$ cat src/rtl/ebus_pkg.sv
package ebus_pkg;
  typedef enum logic [1:0] {
    ST_IDLE = 2'd0,
    ST_RD   = 2'd1,
    ST_WR_A = 2'd2,
    ST_WR_B = 2'd3
  } ebus_state_e;
endpackage

$ cat src/rtl/ebus_phase.sv
module ebus_phase (
  input  logic clk_i,
  input  logic rst_ni,
  input  logic run_i,
  output logic ph_o,
  output logic mc_end_o
);
  logic ph_q;

  always_ff @(posedge clk_i or negedge rst_ni) begin
    if (!rst_ni)     ph_q <= 1'b0;
    else if (!run_i) ph_q <= 1'b0;
    else             ph_q <= ~ph_q;
  end

  assign ph_o     = ph_q;
  assign mc_end_o = run_i & ph_q;
endmodule

$ cat src/rtl/ebus_wait.sv
module ebus_wait #(
  parameter int WS_W = 3
) (
  input  logic            clk_i,
  input  logic            rst_ni,
  input  logic            load_i,
  input  logic [WS_W-1:0] load_val_i,
  input  logic            dec_i,
  output logic            zero_o
);
  logic [WS_W-1:0] cnt_q;

  always_ff @(posedge clk_i or negedge rst_ni) begin
    if (!rst_ni)                   cnt_q <= '0;
    else if (load_i)               cnt_q <= load_val_i;
    else if (dec_i && cnt_q != '0) cnt_q <= cnt_q - 1'b1;
  end

  assign zero_o = (cnt_q == '0);
endmodule

$ cat src/rtl/ebus_ctrl.sv
module ebus_ctrl
  import ebus_pkg::*;
#(
  parameter int ADDR_W = 16,
  parameter int DATA_W = 16,
  parameter int WS_W   = 3
) (
  input  logic              clk_i,
  input  logic              rst_ni,
  input  logic              req_i,
  input  logic              we_i,
  input  logic [ADDR_W-1:0] addr_i,
  input  logic [DATA_W-1:0] wdata_i,
  input  logic [WS_W-1:0]   ws_cfg_i,
  output logic              busy_o,
  output logic              ack_o,
  output logic [DATA_W-1:0] rdata_o,
  output logic [ADDR_W-1:0] bus_addr_o,
  output logic [DATA_W-1:0] bus_wdata_o,
  input  logic [DATA_W-1:0] bus_rdata_i,
  output logic              bus_oe_o,
  output logic              rd_n_o,
  output logic              wr_n_o,
  input  logic              rdy_i
);
  ebus_state_e       state_q;
  logic [ADDR_W-1:0] addr_q;
  logic [DATA_W-1:0] wdata_q, rdata_q;
  logic              first_q, ack_q;
  logic              busy, ph, mc_end, ws_zero, accept, stage_done, wait_dec;

  assign busy       = (state_q != ST_IDLE);
  assign accept     = !busy && req_i;
  // software count first, then ready
  assign stage_done = mc_end && ws_zero && rdy_i;
  assign wait_dec   = mc_end && (state_q == ST_RD || state_q == ST_WR_A);

  ebus_phase u_phase (
    .clk_i   (clk_i),
    .rst_ni  (rst_ni),
    .run_i   (busy),
    .ph_o    (ph),
    .mc_end_o(mc_end)
  );

  ebus_wait #(.WS_W(WS_W)) u_wait (
    .clk_i     (clk_i),
    .rst_ni    (rst_ni),
    .load_i    (accept),
    .load_val_i(ws_cfg_i),
    .dec_i     (wait_dec),
    .zero_o    (ws_zero)
  );

  always_ff @(posedge clk_i or negedge rst_ni) begin
    if (!rst_ni) begin
      state_q <= ST_IDLE;
      addr_q  <= '0;
      wdata_q <= '0;
      rdata_q <= '0;
      first_q <= 1'b0;
      ack_q   <= 1'b0;
    end else begin
      ack_q <= 1'b0;
      unique case (state_q)
        ST_IDLE: if (req_i) begin
          addr_q  <= addr_i;
          wdata_q <= wdata_i;
          first_q <= 1'b1;
          state_q <= we_i ? ST_WR_A : ST_RD;
        end
        ST_RD: if (stage_done) begin
          rdata_q <= bus_rdata_i;
          ack_q   <= 1'b1;
          state_q <= ST_IDLE;
        end
        ST_WR_A: if (mc_end) begin
          first_q <= 1'b0;
          if (stage_done) state_q <= ST_WR_B;
        end
        ST_WR_B: if (mc_end) begin
          ack_q   <= 1'b1;
          state_q <= ST_IDLE;
        end
        default: state_q <= ST_IDLE;
      endcase
    end
  end

  logic drive_a, drive_b;
  // driver on mid first cycle, off mid final cycle
  assign drive_a = (state_q == ST_WR_A) && (ph || !first_q);
  assign drive_b = (state_q == ST_WR_B) && !ph;

  assign bus_oe_o    = drive_a || drive_b;
  assign wr_n_o      = !drive_a;
  assign rd_n_o      = (state_q != ST_RD);
  assign busy_o      = busy;
  assign ack_o       = ack_q;
  assign rdata_o     = rdata_q;
  assign bus_addr_o  = addr_q;
  assign bus_wdata_o = wdata_q;
endmodule

$ cat config.mk
export PLATFORM = sky130hd
export DESIGN_NAME = ebus_ctrl
export DESIGN_NICKNAME = d
export VERILOG_FILES = /design/src/rtl/ebus_pkg.sv /design/src/rtl/ebus_phase.sv /design/src/rtl/ebus_wait.sv /design/src/rtl/ebus_ctrl.sv
export SDC_FILE = /design/constraint.sdc
export NUM_CORES = 1
export LEC_CHECK = 0
export BUFFER_PORTS_ARGS = -buffer_cell sky130_fd_sc_hd__buf_2
export CELL_PAD_IN_SITES_DETAIL_PLACEMENT = 1
export CELL_PAD_IN_SITES_GLOBAL_PLACEMENT = 2
export CORE_MARGIN = 5
export CORE_UTILIZATION = 26
export CTS_CLUSTER_DIAMETER = 50
export DETAILED_ROUTE_END_ITERATION = 10
export HOLD_SLACK_MARGIN = 0.03
export PLACE_DENSITY = 0.84
export SLEW_MARGIN = 20
export SYNTH_ARGS = -nofsm -noshare
export SYNTH_HDL_FRONTEND = slang
export SYNTH_SLANG_ARGS = --single-unit
$ cat constraint.sdc
create_clock -name clk_i -period 1.75 [get_ports clk_i]
set_input_delay 0.35 -clock clk_i [delete_from_list [all_inputs] [get_ports clk_i]]
set_output_delay 0.35 -clock clk_i [all_outputs]
set_load 0.05 [all_outputs]
---- Word level (Yosys, flattened, before mapping) ----
Index checks and enable logic that the tools add are counted.
storage, ports and cells
  input bits .............................. 56
  flip-flop bits (word level) ............. 56
  output and inout port bits .............. 53
  logic and storage cells ................. 60
operators by class
  add/subtract/negate cells ............... 1
  bitwise operators ....................... 2
  eq/ne operators ......................... 9
  multiplexer cells ....................... 16
  reductions and logical operators ........ 24
operators with widths
  operator                                                                  number
  2-bit 2-to-1 mux                                                          6
  2-bit inequality test (second input constant)                             5
  2-bit case mux with 4 select lines                                        1
  1-bit logical AND                                                         7
  3-bit 2-to-1 mux                                                          2
  2-bit nonzero test                                                        3
  1-bit 2-to-1 mux                                                          5
  5-bit AND reduction                                                       1
  2-bit equality test (second input constant)                               2
  1-bit zero test                                                           4
  1-bit case mux with 2 select lines                                        2
  2-bit AND reduction                                                       2
  3-bit zero test                                                           1
  1-bit logical OR                                                          3
  3-bit AND reduction                                                       1
  3-bit nonzero test                                                        1
  3-bit by 1-bit subtractor with 3-bit output (second input constant)       1
  2-bit by 1-bit equality test with 1-bit output (second input constant)    1
  2-bit zero test                                                           1
  2-bit by 1-bit inequality test with 1-bit output (second input constant)  1
  1-bit AND                                                                 1
  1-bit inverter                                                            1

---- Logic depth before layout (Yosys ltp) ----
  depth after elaboration ................. 7
  depth in mapped cells ................... 7
  mapped depth without buffers ............ 6

---- Cells and area by module ----
From an unflattened synthesis, not the netlist that was laid out.
unflattened totals
  cell total of the unflattened synthesis .. 157
  area total of the unflattened synthesis .. 2,363.5 µm²
by module, submodules not included
  module      sequential area each (µm²)  cells an instance  times used  area each (µm²)
  ebus_ctrl   1,301.2                     135                1           2,132.0
  ebus_wait   75.1                        19                 1           190.2
  ebus_phase  25.0                        3                  1           41.3

---- Worst setup path after synthesis ----
OpenSTA, ideal clock, no wires.
  path type ............................... register to output
  start point ............................. register u_phase.ph_q, in the netlist u_phase.ph_o
  end point ............................... output port bus_oe_o
  required time ........................... 1,400 ps
  data arrival time ....................... 2,215 ps
  path slack .............................. -815 ps
  cell stages (with the launch flop) ...... 3
  path through ............................ dfrtp_1 -> o21ai_0 -> nand2_1
between the ends
  word-level cells in the longest chain between the ends .. 3
  elaborated cells on any way between the ends .. 5
  classes of those cells .................. 5 x reduce/logical
RTL lines
  element                                              line                              source
  start, declared                                      ebus_phase.sv:8                   logic ph_q;
  start signal, assigned                               ebus_phase.sv:13                  else ph_q <= ~ph_q;
  1-bit logical OR or 1-bit zero test (tied branches)  ebus_ctrl.sv:92, ebus_ctrl.sv:93
  1-bit logical AND, on equally long branches          ebus_ctrl.sv:92, ebus_ctrl.sv:93
  1-bit logical OR (*)                                 ebus_ctrl.sv:95                   assign bus_oe_o = drive_a || drive_b;
  end, declared                                        ebus_ctrl.sv:21                   output logic bus_oe_o,
Every way passes the cells marked *; elsewhere a longest branch is shown, timed or not.

---- Worst setup path in the final report ----
  start point ............................. register state_q[0]
  end point ............................... output port bus_oe_o
between the ends
  word-level cells in the longest chain between the ends .. 3
  elaborated cells on any way between the ends .. 5
  classes of those cells .................. 2 x eq/ne; 3 x reduce/logical
RTL lines
  element                                        line                              source
  start, declared                                ebus_ctrl.sv:26                   ebus_state_e state_q;
  start signal, assigned                         ebus_ctrl.sv:70                   state_q <= we_i ? ST_WR_A : ST_RD;
  2-bit equality test, on equally long branches  ebus_ctrl.sv:92, ebus_ctrl.sv:93
  1-bit logical AND, on equally long branches    ebus_ctrl.sv:92, ebus_ctrl.sv:93
  1-bit logical OR (*)                           ebus_ctrl.sv:95
Marks and branches as above.

==> reports/metrics.yaml <==
r2r_slack_ns: 0.09
r2r_start: "state_q[0]$_DFFE_PN0P_"
path_class: "reg -> out"
root_buffer: "clkbuf_8"
use_met2_pct: 16.6
gr-usage-met3_pct: 4.87
routed_via_density: 4.30
finalClockSkew_ns: 0.00552
slew_violations: 0
die-area_mm2: 0.0110
post-route-min-period_ns: 1.71
fin_crit_sh_pct: 97.8
grt_pass1_vias: 1920
chipWidth_um: 105
ant_nets: 0
r2r_cells: 6
max_freq_ghz: 0.584
grt_util_all_layers_pct: 10.3
drive_gt1_share_pct: 68.4
synth-edff-count: 0
place_ws_ns: 0.0150
finalInstanceArea_mm2: 0.00327
fp.dieH_um: 105
cts.clk_slew.worst_paths_ns: 0.10
synth_top_area_share_pct: 59.7
cp_data_arrival_time_ns: 1.36
async_reset_ff_share_pct: 100
wl_mm: 5.75
busiest_layer: "met2"
synth_cell_types: 26
gp_congestion: 0.730
routedWlPerCell_um: 15.0
syn_nets: 218
port_buffers: 108
yosysMostFrequentCell: "dfrtp_1"
insertedDiodeCount: 0
slew_headroom_pct: 79.0
setup_violations: 0
final_hold_viol_count: 0
required_ns: 1.40
num_rows: 34
place_hpwl_mm: 4.36
clk_path_buf_depth: 2
grt_pass1_wl_mm: 9.47
r2r-end: "rdata_o[14]$_DFFE_PN0P_"
fin_ws_ns: 0.0382
ys.warnings.count: 0
path_max_fanout: 3
drc_errors: 0
post-synth-top-area-cell: "dfrtp_1"
synth_area_mm2: 0.00235
syn2layout_area_growth_pct: 39.2
cts_tree: "done"
grt_max_degree: 57
vias: 1648
use_met1_pct: 12.7
worstSetupStartpointType: "flip-flop"
worstMarginPinSlew_ns: 0.316
synthTopCellsByArea: "dfrtp_1, mux2_2, mux2_4"
min_path_type: "in -> async"
status: "finished, final reports clean"
critPathCaptureType: "output pin"
drv_cap: 0
n_fill_cell: 960
cts_sinks: 56
initial_core_util_pct: 26.8
insertion_delay_ns: 0.30
synth_commonest_cells: "dfrtp_1, mux2_2, mux2_4"
drt_first_pass_iters: 2
dpl-instance-area_mm2: 0.00308
nets: 338
synthCells: 155
dp_cells: 373
antenna_found_initial: 0
ios: 109
ys_seq_area_share_pct: 59.7
gr-total-overflow: 0
postSynthAreaPerCell_um2: 15.1
core_mm2: 0.00876
h-tree-depth: 2
drt_iter0_markers: 46
synth-seq-cells: 56
synthFlopType: "dfrtp_1"
cts-buffers-inserted: 5
layoutNonFillerInstCount: 383
rsz0062_at_grt: "yes"
per-stage QoR:
step,setup TNS (ns),hold slack (ns),util [%]
after floorplan,0,0.0544,-
final,0,0.0355,37.3
after global placement,0,0.380,35.1
after CTS,-0.0407,0.0431,36.8
after detailed placement,0,0.380,35.1
after global routing,-0.0633,0.0506,37.3
cell usage in the layout (no fill, tap or decap), types with 2 or more instances in the layout:
| cell type | instances |
|---|---|
| mux2i_1 | 3 |
| buf_12 | 2 |
| buf_2 | 105 |
| dfrtp_1 | 56 |
| inv_1 | 4 |
| ha_1 | 4 |
| nand2_1 | 3 |
| mux2_4 | 9 |
| buf_4 | 6 |
| nand2_2 | 2 |
| ha_4 | 3 |
| a21oi_1 | 4 |
| clkbuf_8 | 7 |
| inv_2 | 3 |
| nor2_1 | 4 |
| buf_6 | 3 |
| mux2_2 | 40 |
kinds of logic after synthesis:
group	synth area share, %
flip-flops	59.7
buffers and inverters	2.77
adder cells (fa/ha/maj)	3.73
multiplexers	26.2
XOR/XNOR	0.373
AO/OA/AOI/OAI	2.35
AND/OR/NAND/NOR	4.80
routing by layer:
layer | up-vias | part of all wire, %
li1 | 774 | -
met1 | 794 | 42
met2 | 78 | 46
met3 | 2 | 11
met4 | 0 | 0.26
met5 | - | 0
timing repair:
action | 4_1_cts | 5_1_grt
pin swaps | 0 | 1
gates resized for setup | 10 | 7
hold buffers | 0 | 0
endpoints found under the setup margin | 5 | 19
hold endpoints to repair | 0 | 0
setup buffers | 2 | 1
cell type report:
| cell class | count | area, µm² | area share [%] |
|---|---|---|---|
| clock buffer | 7 | 96.3 | 2.95 |
| tap | 108 | 135 | 4.14 |
| multi-input combinational | 87 | 940 | 28.8 |
| inverter | 8 | 33.8 | 1.03 |
| sequential | 56 | 1400 | 42.9 |
| timing repair buffer | 117 | 659 | 20.2 |
state kept, by name (all words and copies together), names as in the netlist:
name          count
ack_o             1
bus_addr_o       16
first_q           1
u_wait.cnt_q      3
state_q           2
bus_wdata_o      16
u_phase.ph_o      1
rdata_o          16
worst max-delay path, stage by stage (launching register included):
cell and delay (ns):
dfrtp_1 0.40, inv_2 0.07, buf_6 0.12, ha_4 0.17, o21ai_4 0.07, nand2_2 0.07
buf_8 0.15
worst max-delay path by stage:
stage / cells past startpoint / slack (ns) / startpoint / to
CTS: 5 / -0.02 / state_q[0]$_DFFE_PN0P_ / wr_n_o
floorplan: 6 / 0.002 / state_q[0]$_DFFE_PN0P_ / state_q[0]$_DFFE_PN0P_
global placement: 6 / 0.08 / state_q[0]$_DFFE_PN0P_ / rdata_o[3]$_DFFE_PN0P_
detailed placement: 6 / 0.02 / state_q[0]$_DFFE_PN0P_ / rdata_o[6]$_DFFE_PN0P_
finish: 6 / 0.04 / state_q[0]$_DFFE_PN0P_ / bus_oe_o
global route: 6 / -0.03 / state_q[0]$_DFFE_PN0P_ / state_q[0]$_DFFE_PN0P_
Power is not shown: default switching activity piles up to over one toggle a cycle in this logic, so the estimate is an artifact.
